===== config.mk =====
export PLATFORM = sky130hd
export DESIGN_NAME = medoid_build_sel
export DESIGN_NICKNAME = d
export VERILOG_FILES = /design/src/rtl/medoid_build_sel.sv
export SDC_FILE = /design/constraint.sdc
export NUM_CORES = 1
export LEC_CHECK = 0
export ABC_AREA = 1
export BUFFER_PORTS_ARGS = -buffer_cell sky130_fd_sc_hd__buf_2
export CAP_MARGIN = 10
export CORE_UTILIZATION = 50
export DETAILED_ROUTE_END_ITERATION = 8
export PLACE_DENSITY = 0.66
export SETUP_SLACK_MARGIN = 0.1
export SLEW_MARGIN = 40
export SYNTH_ARGS = -nofsm -noshare
export SYNTH_HDL_FRONTEND = slang
export SYNTH_SLANG_ARGS = --single-unit

===== constraint.sdc =====
create_clock -name clk -period 11.52 [get_ports clk]
set_input_delay 0.576 -clock clk [delete_from_list [all_inputs] [get_ports clk]]
set_output_delay 0.576 -clock clk [all_outputs]
set_load 0.005 [all_outputs]

===== src/rtl/medoid_build_sel.sv =====
module medoid_build_sel #(
  parameter int N    = 8,
  parameter int P    = 3,
  parameter int DW   = 8,
  parameter int KMAX = 4,
  parameter int CW   = 24
) (
  input  logic                            clk,
  input  logic                            rst_n,
  input  logic                            wr_en,
  input  logic [$clog2(N+1)-1:0]          wr_addr,
  input  logic [DW-1:0]                   wr_data,
  input  logic                            start,
  input  logic [$clog2(KMAX+1)-1:0]       k_req,
  output logic                            busy,
  output logic                            done,
  output logic [KMAX*((N>1)?$clog2(N):1)-1:0] medoids,
  output logic [CW-1:0]                   cost
);
  localparam int S   = (N + P - 1) / P;
  localparam int NP  = S * P;
  localparam int IW  = (N > 1) ? $clog2(N) : 1;
  localparam int CIW = $clog2(N + 1);
  localparam int KW  = $clog2(KMAX + 1);
  localparam int SW  = (S > 1) ? $clog2(S) : 1;
  localparam int KMX = (KMAX < N) ? KMAX : N;

  typedef enum logic [2:0] {IDLE, CAND, ACC, RED, COMMIT} st_t;

  function automatic logic [CW-1:0] sadd(input logic [CW-1:0] a, input logic [CW-1:0] b);
    logic [CW:0] s;
    s = {1'b0, a} + {1'b0, b};
    return s[CW] ? {CW{1'b1}} : s[CW-1:0];
  endfunction

  function automatic logic [DW-1:0] adiff(input logic [DW-1:0] a, input logic [DW-1:0] b);
    return (a > b) ? a - b : b - a;
  endfunction

  st_t             st;
  logic [DW-1:0]   pts  [NP];
  logic [DW-1:0]   near [NP];
  logic [N-1:0]    chosen;
  logic [IW-1:0]   med  [KMAX];
  logic [CIW-1:0]  cand;
  logic [IW-1:0]   ci;
  logic [SW-1:0]   t;
  logic [KW-1:0]   step, keff;
  logic [CW-1:0]   best, cost_q, total;
  logic [IW-1:0]   bidx;
  logic            found, done_q, first;
  logic [DW-1:0]   xc, xb;

  assign ci    = cand[IW-1:0];
  assign first = (step == '0);
  assign xc    = pts[ci];
  assign xb    = pts[bidx];
  assign busy  = (st != IDLE);
  assign done  = done_q;
  assign cost  = cost_q;

  for (genvar s = 0; s < KMAX; s++) begin : g_out
    assign medoids[s*IW +: IW] = med[s];
  end

  for (genvar l = 0; l < P; l++) begin : g_lane
    int            j;
    logic [DW-1:0] d, m;
    logic [CW-1:0] c, pl, acc;
    assign j = l * S + int'(t);
    assign d = adiff(pts[j], xc);
    assign m = first ? d : ((d < near[j]) ? d : near[j]);
    assign c = (j >= N) ? '0 : CW'(m);
    always_ff @(posedge clk or negedge rst_n) begin
      if (!rst_n)         pl <= '0;
      else if (st == ACC) pl <= (t == '0) ? c : sadd(pl, c);
    end
    if (l == 0) begin : g_first
      assign acc = pl;
    end else begin : g_next
      assign acc = sadd(g_lane[l-1].acc, pl);
    end
  end
  assign total = g_lane[P-1].acc;

  always_ff @(posedge clk or negedge rst_n) begin
    if (!rst_n) begin
      st     <= IDLE;
      cand   <= '0;
      t      <= '0;
      step   <= '0;
      keff   <= '0;
      best   <= '1;
      bidx   <= '0;
      found  <= 1'b0;
      cost_q <= '0;
      done_q <= 1'b0;
      chosen <= '0;
      for (int i = 0; i < NP; i++) begin
        pts[i]  <= '0;
        near[i] <= '0;
      end
      for (int i = 0; i < KMAX; i++) med[i] <= '0;
    end else begin
      done_q <= 1'b0;
      case (st)
        IDLE: begin
          if (wr_en && (int'(wr_addr) < N)) pts[wr_addr] <= wr_data;
          if (start) begin
            keff   <= (k_req == '0) ? KW'(1) : ((int'(k_req) > KMX) ? KW'(KMX) : k_req);
            step   <= '0;
            cand   <= '0;
            found  <= 1'b0;
            best   <= '1;
            cost_q <= '0;
            chosen <= '0;
            for (int i = 0; i < KMAX; i++) med[i] <= '0;
            st     <= CAND;
          end
        end
        CAND: begin
          if (int'(cand) == N)  st <= COMMIT;
          else if (chosen[ci])  cand <= cand + 1'b1;
          else begin
            t  <= '0;
            st <= ACC;
          end
        end
        ACC: begin
          if (int'(t) == S - 1) begin
            t  <= '0;
            st <= RED;
          end else t <= t + 1'b1;
        end
        RED: begin
          if (!found || total < best) begin
            best  <= total;
            bidx  <= ci;
            found <= 1'b1;
          end
          cand <= cand + 1'b1;
          st   <= CAND;
        end
        COMMIT: begin
          med[step]    <= bidx;
          chosen[bidx] <= 1'b1;
          cost_q       <= best;
          for (int i = 0; i < NP; i++) begin
            if (first || adiff(pts[i], xb) < near[i]) near[i] <= adiff(pts[i], xb);
          end
          step  <= step + 1'b1;
          found <= 1'b0;
          best  <= '1;
          cand  <= '0;
          if (step + 1'b1 == keff) begin
            st     <= IDLE;
            done_q <= 1'b1;
          end else st <= CAND;
        end
        default: st <= IDLE;
      endcase
    end
  end


  done_pulse_chk: assert property (@(posedge clk) disable iff (!rst_n) done |=> !done);

  done_idle_chk: assert property (@(posedge clk) disable iff (!rst_n) done |-> !busy);

  idle_hold_chk: assert property (@(posedge clk) disable iff (!rst_n) (!busy && !start) |=> !busy);

  cost_mono_chk: assert property (@(posedge clk) disable iff (!rst_n)
    (st == COMMIT && step != '0) |-> best <= cost_q);

  pick_fresh_chk: assert property (@(posedge clk) disable iff (!rst_n)
    (st == COMMIT) |-> (found && !chosen[bidx]));

  pick_range_chk: assert property (@(posedge clk) disable iff (!rst_n)
    (st == COMMIT) |-> (int'(bidx) < N));
endmodule


# Yosys cells after proc, flatten, opt, wreduce, memory -nomap -nowiden
# Index checks and enable logic that the tools add are counted.
# totals
out_inout_bits,38
word_cells,270
register_bits,304
input_bits,19
# op_classes
n_reduce_logical,41
n_eq_ne,14
n_mux,95
n_lt_le_gt_ge,42
addsub,34
n_bitwise,8
# op_table
operator,count
two-way mux 8 bit,39
two-way mux 24 bit,11
binary-select mux 8 bit (select 4 bit),8
subtractor 8 bit,24
>= comparator 32 x 5 -> 1 bit (second input constant),3
greater-than comparator 8 bit,12
less-than comparator 8 bit,12
adder 24 x 8 -> 25 bit,3
bitwise mux 72 bit,1
case mux 24 bit (3 select lines),1
adder 24 x 24 -> 25 bit,2
case mux 24 bit (2 select lines),1
demux 8 bit (select 4 bit),1
NOT 2 -> 32 bit,1
NOT 3 -> 32 bit,1
NOT 4 -> 32 bit,1
AND reduction 2 bit,13
less-than comparator 24 bit,1
two-way mux 3 bit,8
case mux 12 bit (2 select lines),1
case mux 4 bit (4 select lines),1
case mux 8 bit (2 select lines),1
case mux 3 bit (5 select lines),1
bitwise mux 12 bit,1
49 further kinds,86

# Logic depth before layout (Yosys ltp)
# depth
word_depth,14
mapped_depth,53
depth_no_buf,48

# Worst setup path before layout
# No wires, ideal clock.
# synth_path
kind,register -> register
startpoint,register t[0]
endpoint,register g_lane[1].pl[19]
t_arrival_ns,7.381
t_required_ns,11.443
slack_ns,4.062
setup_ns,0.077
n_path_buf,6
synth_period_minus_slack_ns,7.458
stages_incl_launch_ff,54
path_cell_list,dfrtp_1 > inv_2 > clkbuf_1 > clkbuf_1 > clkbuf_1 > ha_1 > inv_2 > clkbuf_1 > buf_1 > a21oi_1 > o21ai_0 > nand2_1 > nand2_1 > o21ai_0 > inv_1 > ha_1 > inv_1 > fa_1 > [18 not listed] > nand2_1 > ha_1 > inv_1 > fa_1 > nand3b_1 > nor2_1 > nor2_1 > o21ai_2 > nand2_2 > nor2_4 > nand2_2 > nor3_2 > nand4_2 > nor2_4 > inv_2 > nand2_1 > o21ai_1 > o21ai_1
# synth_between
elab_chain_cells,14
word_cells_on_any_way,21
classes_between,4 x add/sub; 3 x order compare; 12 x mux; 1 x bitwise; 1 x reduce/logical
# synth_lines
item,line_no,source
"start, declared",47,logic [SW-1:0] t;
"start signal, assigned",133,end else t <= t + 1'b1;
adder 2 x 2 -> 3 bit,70,assign j = l * S + int'(t);
NOT 3 -> 32 bit (implied by the code),"71, 72",
binary-select mux 8 bit (select 4 bit),71,"assign d = adiff(pts[j], xc);"
two-way mux 8 bit (implied by the code) (2 in series),71,
subtractor 8 bit / greater-than comparator 8 bit (equally long branches),37,return (a > b) ? a - b : b - a;
two-way mux 8 bit,37,
less-than comparator 8 bit,72,assign m = first ? d : ((d < near[j]) ? d : near[j]);
two-way mux 8 bit (2 in series),72,
two-way mux 8 bit,73,assign c = (j >= N) ? '0 : CW'(m);
adder 24 x 8 -> 25 bit,32,"s = {1'b0, a} + {1'b0, b};"
two-way mux 24 bit,33,return s[CW] ? {CW{1'b1}} : s[CW-1:0];
two-way mux 24 bit (*),76,"else if (st == ACC) pl <= (t == '0) ? c : sadd(pl, c);"
"end signal, assigned",76,
"end, declared",69,"logic [CW-1:0] c, pl, acc;"
# Mark *: on every way between the ends. The rest lies on a longest branch, timed or not. The select of a mux whose other input is x is not followed.
# A chain may end at the register's enable or synchronous reset.

# Worst setup path in the final report
# Ends and elaborated chain as after synthesis.

==> results.py <==
metrics = {
    "outcome": {
        "outcome": "finished, violations left",
        "violations": "DRC",
    },
    "timing": {
        "fin_crit_sh_pct": 73.7,
        "max_freq_mhz": 118,
        "fin_skew_ns": 0.0301,
        "tns_ns": 0,
        "maxSlewHeadroom_pct": 36.6,
        "worst_pin_slew_ns": 0.942,
        "rsz0062_at_grt": "no",
        "drv_slew": 0,
        "hold_viol": 0,
        "min_period_ns": 8.49,
        "finalSetupViolCount": 0,
    },
    "cells_and_area": {
        "final_layout_size_suffix_gt1_share_pct": 7.46,
        "diodes": 0,
        "layout_commonest_cell": "nand2_1",
        "nets": 4676,
        "multiInputGateArea_um2": 19500,
        "seqCellArea_um2": 7640,
        "syn_to_final_growth_pct": 7.94,
        "layout_common_cells": "nand2_1, inv_1, o21ai_0, a21oi_1, ha_1",
        "fillers": 5912,
    },
    "floorplanning": {
        "rows": 89,
        "die_x_um": 247,
        "dieArea_um2": 61100,
        "core_area_um2": 59200,
        "die_h_um": 247,
        "start_util_pct": 50.7,
        "io_pins": 57,
    },
    "cts": {
        "cts_tree": "done",
        "root_buffer": "clkbuf_16",
        "insertion_delay_ns": 0.57,
        "cts_buffers": 40,
        "cts_sinks": 304,
        "path_clk_slew_ns": 0.06,
        "ctsResizeCount": 0,
        "h-tree-depth": 2,
        "cts_buffer_depth": 3,
    },
    "global_route": {
        "overflow": 0,
        "antenna_found_initial": 0,
        "grt_pass1_wl_mm": 153,
        "grt_pass1_vias": 26800,
        "grt_max_degree": 150,
        "grt_use_total_pct": 32.0,
    },
    "setup_path": {
        "cp_data_required_time_ns": 11.99,
        "max_stage_delay_ns": 0.65,
        "crit_fanout": 36,
        "startpoint_type": "flip-flop",
        "crit_type": "reg2reg",
        "crit_top_cell": "nand2_1",
        "crit_slowest_cell": "dfrtp_4",
        "arrival_ns": 8.96,
        "crit_family": "simple AND/OR/NAND/NOR gates",
        "cp-end-kind": "flip-flop",
        "worst-path-buf-inv": 8,
    },
    "run": {
        "drv_cap": 0,
    },
    "routing": {
        "routed_wl_mm": 97.8,
        "vias_per_cell": 5.71,
        "ant_nets": 0,
        "route.detailed.drc": 2,
        "via_count": 28900,
        "drtPass1Iterations": 9,
        "first_iter_violations": 2602,
        "wl_per_cell_um": 19.3,
    },
    "synth": {
        "synth_cell_types": 66,
        "synthTopCellsByArea": "dfrtp_1, ha_1, nand2_1",
        "synth-edff-count": 0,
        "synth_area_per_cell_um2": 7.05,
        "ys_warn_count": 0,
        "ys.flop_type": "dfrtp_1",
        "async_flop_share_pct": 100,
        "synth_seq_area_share_pct": 25.4,
        "ys_seq_elements": 304,
        "syn-cell-area_um2": 30100,
        "synth_top_area_cell": "dfrtp_1",
        "synth.net_count": 4682,
        "synthCells": 4264,
        "synth_top_cell_area_share_pct": 23.3,
    },
    "placed_design": {
        "portBuffers": 56,
        "globalplace.congestion": 1.03,
        "post-dp-hpwl_mm": 74.6,
    },
    "min_path": {
        "hold_path.class": "in2reg",
    },
}
==> through the flow <==
stage          hold slack (ns)  setup WS, ns  utilization, %  cell area [µm²]  instances
2_1_floorplan            0.280          4.06               -            30100       4264
3_3_place_gp             0.396          3.31            52.3            31000       4985
3_5_place_dp             0.397          3.27            52.4            31000       4986
4_1_cts                 0.0949          3.23            54.6            32400       5059
5_1_grt                  0.248          2.05            54.8            32400       5062
6_report                 0.246          3.03            54.8            32400       5062
==> sequential cells by signal, indices dropped and copies added, names as in the netlist, 4 cells and up <==
name / count
chosen: 8
g_lane.pl: 48
near: 72
medoids: 12
best: 24
cand: 4
pts: 72
cost: 24
g_lane.acc: 24
==> worst min-delay path, delay by kind of cell <==
family | cells | cell delay, ns
AO/OA/AOI/OAI | 1 | 0.08
buffers and inverters | 1 | 0.07
AND/OR/NAND/NOR | 1 | 0.05
==> routing by layer <==
metal	GRT usage [%]	vias to the layer above	part of all wire, %
met5	0	-	0
met4	14.6	0	4.9
met3	3.85	234	6.3
met2	51.9	997	45
met1	42.4	13400	43
li1	-	14300	-
==> final cells by class <==
| type | instances | area share, % |
|---|---|---|
| timing repair buffer | 90 | 1.87 |
| clock buffer | 53 | 3.52 |
| sequential | 304 | 23.6 |
| clock inverter | 20 | 0.621 |
| inverter | 630 | 7.29 |
| tap | 773 | 2.98 |
| multi-input combinational | 3192 | 60.2 |
==> logic make-up after synthesis <==
| logic type | synth area share (%) |
|---|---|
| AO/OA/AOI/OAI | 20.9 |
| flip-flops | 25.4 |
| XOR/XNOR | 4.11 |
| multiplexers | 0.666 |
| buffers and inverters | 9.89 |
| adder cells (fa/ha/maj) | 17.3 |
| AND/OR/NAND/NOR | 21.7 |
==> what timing repair did <==
| action | in CTS | in global routing |
|---|---|---|
| setup buffers | 0 | 0 |
| hold buffers | 0 | 1 |
| hold endpoints to repair | 0 | 33 |
==> path summary, 6_finish.rpt <==
| path | start | cells past startpoint | slack (ns) | endpoint |
|---|---|---|---|---|
| setup / recovery | t[0] | 45 | 3.03 | g_lane[1].pl[19] |
| hold / removal | k_req[0] | 3 | 0.25 | keff[0] |
| setup reg to reg | t[0] | 45 | 3.03 | g_lane[1].pl[19] |
| hold reg to reg | pts[6] | 0 | 0.41 | pts[6] |
| max in group asynchronous | rst_n | 4 | 9.72 | near[30] |
| min in group asynchronous | rst_n | 2 | 0.53 | cost[20] |
==> cells in the mapped netlist (3+ instances only) <==
cell type,number
fa_1,29
mux2i_1,20
dfstp_2,24
nand4_1,86
nand3_2,4
o21a_1,17
xor2_1,120
inv_1,616
or2_1,6
a21oi_2,4
xnor2_1,19
buf_4,4
nand2_1,895
o21ai_2,9
a221oi_1,16
nand2_2,52
nor2_1,163
nand2_4,3
a21oi_1,408
o22ai_1,29
o211ai_1,11
o21ai_1,38
inv_2,11
a22oi_1,13
buf_1,9
nor2_2,5
a32oi_1,7
a31oi_1,17
dfrtp_1,280
or2_2,19
buf_2,20
nor2_4,4
o221ai_1,26
nand3b_1,11
nand3_1,182
nor3_1,37
clkbuf_1,101
o21ai_0,489
ha_1,370
nor3_2,4
o31ai_1,3
nor4_1,14
o21bai_1,11
a211oi_1,10
a21o_1,18
Power is left out: the tool's default activity adds up to more than one toggle a clock period on the data nets, which glitch-free logic cannot reach.
